File: src/rtl/regstore_pkg.sv
package regstore_pkg;
  typedef enum logic [0:0] {
    ST_IDLE = 1'b0,
    ST_RUN  = 1'b1
  } seq_state_t;
endpackage

File: src/rtl/regstore_ctrl.sv
module regstore_ctrl
  import regstore_pkg::*;
#(
  parameter int AW   = 16,
  parameter int NREG = 16,
  localparam int RIW = $clog2(NREG),
  localparam int CW  = RIW + 1
) (
  input  logic           clk,
  input  logic           rst_n,
  input  logic           start,
  input  logic [RIW-1:0] start_reg,
  input  logic [RIW-1:0] cc_count,
  input  logic [AW-1:0]  base_addr,
  input  logic           step,
  input  logic           abort,
  output logic           busy,
  output logic [RIW-1:0] cur_reg,
  output logic [AW-1:0]  cur_addr,
  output logic           done,
  output logic           trap
);
  seq_state_t     state_q;
  logic [RIW-1:0] reg_q;
  logic [AW-1:0]  addr_q;
  logic [CW-1:0]  left_q;
  logic           done_q;
  logic           trap_q;
  logic [CW-1:0]  load_count;

  // A zero count stands for the whole register file.
  always_comb begin
    if (cc_count == '0) load_count = CW'(NREG);
    else                load_count = {1'b0, cc_count};
  end

  always_ff @(posedge clk or negedge rst_n) begin
    if (!rst_n) begin
      state_q <= ST_IDLE;
      reg_q   <= '0;
      addr_q  <= '0;
      left_q  <= '0;
      done_q  <= 1'b0;
      trap_q  <= 1'b0;
    end else begin
      done_q <= 1'b0;
      trap_q <= 1'b0;
      case (state_q)
        ST_IDLE: begin
          if (start) begin
            state_q <= ST_RUN;
            reg_q   <= start_reg;
            addr_q  <= base_addr;
            left_q  <= load_count;
          end
        end
        ST_RUN: begin
          if (abort) begin
            state_q <= ST_IDLE;
            trap_q  <= 1'b1;
          end else if (step) begin
            reg_q  <= reg_q + 1'b1;
            addr_q <= addr_q + 1'b1;
            left_q <= left_q - 1'b1;
            if (left_q == CW'(1)) begin
              state_q <= ST_IDLE;
              done_q  <= 1'b1;
            end
          end
        end
        default: state_q <= ST_IDLE;
      endcase
    end
  end

  assign busy     = (state_q == ST_RUN);
  assign cur_reg  = reg_q;
  assign cur_addr = addr_q;
  assign done     = done_q;
  assign trap     = trap_q;
endmodule

File: src/rtl/regstore_route.sv
module regstore_route #(
  parameter int AW   = 16,
  parameter int DW   = 32,
  parameter int NREG = 16,
  localparam int RIW = $clog2(NREG)
) (
  input  logic           busy,
  input  logic [RIW-1:0] cur_reg,
  input  logic [AW-1:0]  cur_addr,
  input  logic [DW-1:0]  rf_rd_data,
  input  logic           mem_ready,
  input  logic           mem_fault,
  output logic [RIW-1:0] rf_rd_idx,
  output logic           rf_wr_en,
  output logic [RIW-1:0] rf_wr_idx,
  output logic [DW-1:0]  rf_wr_data,
  output logic           mem_valid,
  output logic [AW-1:0]  mem_addr,
  output logic [DW-1:0]  mem_data,
  output logic           step,
  output logic           abort
);
  logic to_rf;
  logic to_mem;

  // The full address decides the target, not just its low bits.
  assign to_rf  = (cur_addr < AW'(NREG));
  assign to_mem = busy && !to_rf;

  assign rf_rd_idx  = cur_reg;
  assign rf_wr_en   = busy && to_rf;
  assign rf_wr_idx  = cur_addr[RIW-1:0];
  assign rf_wr_data = rf_rd_data;

  assign mem_valid  = to_mem && !mem_fault;
  assign mem_addr   = cur_addr;
  assign mem_data   = rf_rd_data;

  assign abort = to_mem && mem_fault;
  assign step  = (busy && to_rf) || (to_mem && mem_ready && !mem_fault);
endmodule

File: src/rtl/regstore_seq.sv
module regstore_seq #(
  parameter int AW   = 16,
  parameter int DW   = 32,
  parameter int NREG = 16,
  localparam int RIW = $clog2(NREG)
) (
  input  logic           clk,
  input  logic           rst_n,
  input  logic           start,
  input  logic [RIW-1:0] start_reg,
  input  logic [RIW-1:0] cc_count,
  input  logic [AW-1:0]  base_addr,
  output logic [RIW-1:0] rf_rd_idx,
  input  logic [DW-1:0]  rf_rd_data,
  output logic           rf_wr_en,
  output logic [RIW-1:0] rf_wr_idx,
  output logic [DW-1:0]  rf_wr_data,
  output logic           mem_valid,
  input  logic           mem_ready,
  output logic [AW-1:0]  mem_addr,
  output logic [DW-1:0]  mem_data,
  input  logic           mem_fault,
  output logic           busy,
  output logic           done,
  output logic           trap
);
  logic [RIW-1:0] cur_reg;
  logic [AW-1:0]  cur_addr;
  logic           step;
  logic           abort;

  regstore_ctrl #(.AW(AW), .NREG(NREG)) u_ctrl (
    .clk       (clk),
    .rst_n     (rst_n),
    .start     (start),
    .start_reg (start_reg),
    .cc_count  (cc_count),
    .base_addr (base_addr),
    .step      (step),
    .abort     (abort),
    .busy      (busy),
    .cur_reg   (cur_reg),
    .cur_addr  (cur_addr),
    .done      (done),
    .trap      (trap)
  );

  regstore_route #(.AW(AW), .DW(DW), .NREG(NREG)) u_route (
    .busy       (busy),
    .cur_reg    (cur_reg),
    .cur_addr   (cur_addr),
    .rf_rd_data (rf_rd_data),
    .mem_ready  (mem_ready),
    .mem_fault  (mem_fault),
    .rf_rd_idx  (rf_rd_idx),
    .rf_wr_en   (rf_wr_en),
    .rf_wr_idx  (rf_wr_idx),
    .rf_wr_data (rf_wr_data),
    .mem_valid  (mem_valid),
    .mem_addr   (mem_addr),
    .mem_data   (mem_data),
    .step       (step),
    .abort      (abort)
  );
endmodule

File: config.mk
export PLATFORM = sky130hd
export DESIGN_NAME = regstore_seq
export DESIGN_NICKNAME = d
export VERILOG_FILES = /design/src/rtl/regstore_pkg.sv /design/src/rtl/regstore_ctrl.sv /design/src/rtl/regstore_route.sv /design/src/rtl/regstore_seq.sv
export SDC_FILE = /design/constraint.sdc
export NUM_CORES = 1
export LEC_CHECK = 0
export BUFFER_PORTS_ARGS = -buffer_cell sky130_fd_sc_hd__clkbuf_2
export CELL_PAD_IN_SITES_DETAIL_PLACEMENT = 1
export CELL_PAD_IN_SITES_GLOBAL_PLACEMENT = 2
export CORE_UTILIZATION = 21
export DETAILED_ROUTE_END_ITERATION = 7
export PLACE_DENSITY = 0.78
export SETUP_SLACK_MARGIN = 0.4
export SLEW_MARGIN = 20
export SYNTH_ARGS = -nofsm -noshare
export SYNTH_HDL_FRONTEND = slang
export SYNTH_HIERARCHICAL = 1
export SYNTH_SLANG_ARGS = --single-unit
File: constraint.sdc
create_clock -name clk -period 2.15 [get_ports clk]
set_input_delay 0.215 -clock clk [delete_from_list [all_inputs] [get_ports clk]]
set_output_delay 0.215 -clock clk [all_outputs]
set_load 0.05 [all_outputs]
==> impl_metrics.ini, run 1 <==
[timing]
relSlewSlack = 0.498
fin_crit_sh = 1.00
hold_viol_final = 15
fmax_mhz = 463
drv_slew = 0
fin_ws_ps = -10.5
rsz0062_at_grt = yes
min_period_ps = 2160
hold_ws_ps = -1.63
finClkSkew_ps = 4.59
setup_viol = 2
tightest_slew_ps = 753

[global_routing]
grt_overflow = 0
grt_pass1_vias = 2154
grt_pass1_wl_um = 11400
antenna_found_initial = 0
grt_max_degree = 29
grt_util_all_layers = 0.125

[status]
status = complete, but fails checks
violations = negative hold slack, negative setup slack

[die]
die_x_um = 110
start_util = 0.216
die_area_mm2 = 0.0122
rows = 39
fp.dieH_um = 110
core_region_area_mm2 = 0.0114
io_pins = 154

[layout]
largest_reg_flops = 16
n_antenna_cell = 0
drive_above_1_share = 0.507
areaGrowthSynthToFinish_pct = 18.5
final_util = 0.255
layout.nets = 358

[worst_setup_path]
crit_fanout = 6
worstPathRequired_ps = 2370
worstSetupPathType = reg2reg
cp_cell_sequence = nor4_4 > nand3_2 > and3_4 > nand3b_4 > or3_1 > o41ai_2 > a221o_1
worstPathArrival_ps = 2380
end_kind = flop
crit_buf_inv = 0
startpoint_type = flop
cpMaxStageDelayCell = dfrtp_1
crit_family = simple AND/OR/NAND/NOR gates
slowest_delay_ps = 410

[synth]
synth_top_area_cell = dfrtp_1
synth-async-reset-ratio = 1.00
synth_top_area_frac = 0.285
synth_edf_count = 0
synth_top_cells_by_area = dfrtp_1 (28%), buf_4 (27%), a21oi_1 (3.3%)
ys_seq_elements = 28
seq_area_frac_synth = 0.285
synth_cell_types = 53
synth_nets = 351
ys.flop_type = dfrtp_1
synth.yosys.warnings = 6
syn_inst = 286
synth.avg_cell_area_um2 = 8.61
synth_area_mm2 = 0.00246

[power_and_ir_drop]
ir_drop_uv = 600
power_density_mw_per_mm2 = 1590
leakagePower_nw = 1.29

[job]
drv_cap = 0

[detailed_routing]
vias_per_cell = 4.79
routed_wl_um = 7730
drt_iter0_drc = 79
vias = 2085
wl_per_cell_um = 17.8
drc_errors = 0
postRouteAntennaNets = 0
drt-pass1-iter-count = 4

[clocking]
root_buffer = clkbuf_16
cts_tree = done
h-tree-depth = 1
clock_latency_ps = 270
cts_num_sinks = 28
clk_pin_slew_ps = 70
numCtsBuffers = 3
cts_buffer_depth = 2

[placement]
place_congestion = 0.857
port_buffers = 57
hpwl_um = 5470
pre_cts_slack_ps = -46.2

[worst_hold_path]
min_path_type = in2async
[per-stage QoR]
stage / hold slack, ps / power (mW) / std cells / setup TNS, ps / instance area, um^2
after floorplan: -80.6 / 3.48 / 286 / 0 / 2520
after global placement: 323 / 3.66 / 410 / 0 / 2450
after detailed placement: 329 / 3.72 / 410 / -156 / 2450
after CTS: 32.2 / 4.43 / 425 / 0 / 2750
after global routing: 51.2 / 4.94 / 435 / -345 / 2920
final: -1.63 / 4.63 / 435 / -13.0 / 2920
[layer usage]
| metal | GRT usage | vias up | share of wire |
|---|---|---|---|
| li1 | - | 955 | - |
| met5 | 0 | - | 0 |
| met3 | 0.0312 | 22 | 0.065 |
| met2 | 0.217 | 58 | 0.52 |
| met4 | 0.0517 | 0 | 0.028 |
| met1 | 0.146 | 1050 | 0.39 |
[logic make-up after synthesis]
family	synth area share
AO/OA/AOI/OAI	0.172
buffers and inverters	0.302
flip-flops	0.285
adder cells (fa/ha/maj)	0.0203
multiplexers	0.0203
AND/OR/NAND/NOR	0.200
[worst paths after layout]
| check | start | endpoint | slack (ps) | cells after the start |
|---|---|---|---|---|
| max | u_ctrl/cur_addr[13] | u_ctrl/cur_addr[7] | -10 | 7 |
| min | rst_n | u_ctrl/cur_addr[9] | -2 | 1 |
| max reg2reg | u_ctrl/cur_addr[13] | u_ctrl/cur_addr[7] | -10 | 7 |
| min reg2reg | u_ctrl/cur_reg[1] | u_ctrl/cur_reg[1] | 550 | 2 |
| max in group asynchronous | rst_n | u_ctrl/cur_addr[4] | 1630 | 1 |
| min in group clk | base_addr[5] | u_ctrl/cur_addr[5] | 160 | 3 |
[synthesized netlist by cell type, drive strengths merged (2+ instances only)]
| cell | n |
|---|---|
| buf | 95 |
| o311ai | 3 |
| o22ai | 3 |
| dfrtp | 28 |
| nand4 | 8 |
| o22a | 3 |
| nor2b | 2 |
| o41ai | 3 |
| nor3b | 2 |
| or3 | 2 |
| and3 | 3 |
| nor3 | 4 |
| and2 | 2 |
| o311a | 3 |
| nor4 | 12 |
| nand2b | 5 |
| a32oi | 2 |
| ha | 4 |
| a21oi | 16 |
| a221o | 2 |
| clkbuf | 3 |
| o21ai | 14 |
| mux2i | 5 |
| nand2 | 18 |
| nor2 | 13 |
| inv | 7 |
| o211ai | 2 |
| nand3 | 8 |
[where the power goes]
part,switching [mW],internal (mW),total [mW]
combinational,1.99,1.06,3.05
clock,0.201,0.286,0.487
sequential,0.331,0.763,1.09
total,2.52,2.11,4.63
[area by class of cell]
| cell class | instances | area [um^2] |
|---|---|---|
| Fill cell | 1331 | 8500 |
| Multi-Input combinational cell | 155 | 1270 |
| Sequential cell | 28 | 704 |
| Timing Repair Buffer | 98 | 651 |
| Tap cell | 143 | 179 |
| Clock buffer | 4 | 88.8 |
| Inverter | 7 | 26.3 |
[timing repair]
action	CTS	global route
setup endpoints to repair	28	29
cloned	1	1
gates resized for setup	32	21
pin swaps	14	5
hold buffers	0	0
hold endpoints to repair	0	0
setup buffers	10	9
[cells in the final DEF (no fill, tap or decap), types with 4 or more instances in the layout]
cell,n
a21oi_2,4
a21oi_1,12
mux2i_1,5
inv_1,6
nand2_1,14
buf_4,31
nor2_1,11
ha_1,4
nor4_4,5
nand3_1,5
nor4_1,6
buf_6,8
nand4_1,6
clkbuf_2,56
dfrtp_1,25
o21ai_1,9
[worst register-to-register path, cell delays in order, from the launching register on]
cell	delay [ps]
dfrtp_1	410
nor4_4	340
nand3_2	190
and3_4	230
nand3b_4	210
or3_1	360
o41ai_2	220
a221o_1	150
(Power assumes the default switching activity.)
==> run 2: changes to the inputs <==
--- a/config.mk
+++ b/config.mk
@@ -5,6 +5,7 @@
 export SDC_FILE = /design/constraint.sdc
 export NUM_CORES = 1
 export LEC_CHECK = 0
+export ABC_CLOCK_PERIOD_IN_PS = 2150
 export BUFFER_PORTS_ARGS = -buffer_cell sky130_fd_sc_hd__clkbuf_2
 export CELL_PAD_IN_SITES_DETAIL_PLACEMENT = 1
 export CELL_PAD_IN_SITES_GLOBAL_PLACEMENT = 2
@@ -17,3 +18,4 @@
 export SYNTH_HDL_FRONTEND = slang
 export SYNTH_HIERARCHICAL = 1
 export SYNTH_SLANG_ARGS = --single-unit
+export TNS_END_PERCENT = 50
==> run 2 against run 1 <==
The run ends with negative setup slack left. First-iteration DRC count rose by 54%. Worst setup slack got worse by 97 ps. Hold slack improved by 12 ps. Clock power rose by 17%. Largest cell class unchanged. Largest power group unchanged. Highest routed layer unchanged.
==> impl_metrics.ini, run 2 (synthesis gave the netlist of run 1 again) <==
[placement]
hpwl_um = 5550
place_area_mm2 = 0.00247
pre_cts_slack_ps = -78.3
place_congestion = 0.864
port_buffers = 57

[worst_setup_path]
startpoint_type = flop
worstPathArrival_ps = 2410
crit_buf_inv = 2
worstSetupPathType = reg2reg
cp_cell_sequence = nor4_4 > nand3_2 > a21boi_2 > buf_4 > and3b_2 > buf_12 > nor2_4 > a221o_1
crit_family = simple AND/OR/NAND/NOR gates
cpMaxStageDelayCell = dfrtp_1
end_kind = flop
slowest_delay_ps = 470
worstPathRequired_ps = 2300
crit_fanout = 6

[timing]
fmax_mhz = 443
fin_crit_sh = 1.05
fin_ws_ps = -107
hold_ws_ps = 10.1
min_period_ps = 2260
setup_viol = 16
rsz0062_at_grt = yes
finClkSkew_ps = 5.97
tightest_slew_ps = 765
relSlewSlack = 0.490
drv_slew = 0
hold_viol_final = 0

[power_and_ir_drop]
ir_drop_uv = 670
netSwitchingPower_mw = 2.55
switching_share = 0.538
internal_power_mw = 2.19
p_clk_frac = 0.120
comb_power_share = 0.650
leakagePower_nw = 1.27
p_seq_frac = 0.230
power_mw = 4.74
power_density_mw_per_mm2 = 1600

[detailed_routing]
wl_met3_um = 431
routed_wl_um = 8040
wl_per_cell_um = 18.6
vias_per_cell = 4.77
wl_met2_um = 4310
top_layer = met4
drt_iter0_drc = 122
drc_errors = 0
wl_met1_um = 3180
vias = 2059
postRouteAntennaNets = 0
drt-pass1-iter-count = 4

[clocking]
clk_pin_slew_ps = 80
cts_buffer_depth = 2
h-tree-depth = 1
cts_num_sinks = 28
cts_tree = done
numCtsBuffers = 3
clock_latency_ps = 270
root_buffer = clkbuf_16
ctsHoldBuffers = 0

[layout]
layout.nets = 355
layout_common_cells = clkbuf_2 (56), buf_4 (28), dfrtp_1 (25)
fillers = 1341
largest_reg_flops = 16
n_antenna_cell = 0
fin_area_mm2 = 0.00296
final_common_cell = clkbuf_2
multi_input_area_mm2 = 0.00127
drive_above_1_share = 0.533
areaGrowthSynthToFinish_pct = 20.1
final_util = 0.259
register_area_um2 = 704

[worst_hold_path]
min_path_type = in2async

[global_routing]
grt_overflow = 0
grt_pass1_vias = 2214
grt_util_all_layers = 0.131
grt_pass1_wl_um = 12000
grt_max_degree = 29
antenna_found_initial = 0

[die]
start_util = 0.216
rows = 39
io_pins = 154
core_region_area_mm2 = 0.0114
die_x_um = 110
fp.dieH_um = 110
die_area_mm2 = 0.0122

[status]
status = complete, but fails checks
violations = negative setup slack

[job]
drv_cap = 0
run 2: final timing paths:
check / start / to / slack [ps] / cells after the start
hold reg to reg: u_ctrl/left_q[1] / u_ctrl/left_q[1] / 540 / 2
max in group asynchronous: rst_n / u_ctrl/busy / 1610 / 1
setup / recovery: u_ctrl/cur_addr[11] / u_ctrl/cur_addr[7] / -110 / 8
setup reg to reg: u_ctrl/cur_addr[11] / u_ctrl/cur_addr[7] / -110 / 8
hold / removal: rst_n / u_ctrl/cur_addr[10] / 10 / 1
min in group clk: base_addr[5] / u_ctrl/cur_addr[5] / 180 / 3
run 2: routing by layer:
metal	up-vias	global-route usage
met1	1043	0.158
li1	944	-
met2	63	0.228
met4	0	0.0432
met3	9	0.0282
met5	-	0
run 2: area by class of cell:
cell class	count	share of cell area
Clock inverter	1	0.0102
Timing Repair Buffer	97	0.229
Inverter	7	0.00889
Multi-Input combinational cell	153	0.428
Clock buffer	3	0.0254
Sequential cell	28	0.238
Tap cell	143	0.0605
run 2: metrics by stage:
stage / instances / setup TNS (ps)
2_1_floorplan: 286 / 0
3_3_place_gp: 414 / 0
3_5_place_dp: 414 / -87.1
4_1_cts: 427 / -61.1
5_1_grt: 432 / -1950
6_report: 432 / -841
run 2: what timing repair did:
| action | in CTS | in global routing |
|---|---|---|
| buffers inserted | 8 | 5 |
| resized for setup | 37 | 29 |
| pin swaps | 15 | 10 |
| setup endpoints to repair | 28 | 30 |
| gates cloned | 1 | 0 |
| endpoints found under the hold margin | 0 | 0 |
run 2: power groups by stage:
stage	Sequential, mW	Clock (mW)	Combinational, mW
finish	1.09	0.570	3.08
global route	1.14	0.604	3.29
CTS	1.06	0.584	2.88
detailed placement	1.05	0	2.66
global placement	1.03	0	2.60
floorplan	1.11	0	2.35
run 2: worst reg2reg max path, delay by kind of cell (launching register included):
kind | cells | cell delay [ps]
AO/OA/AOI/OAI | 2 | 580
buffers and inverters | 2 | 310
flip-flops | 1 | 470
AND/OR/NAND/NOR | 4 | 790
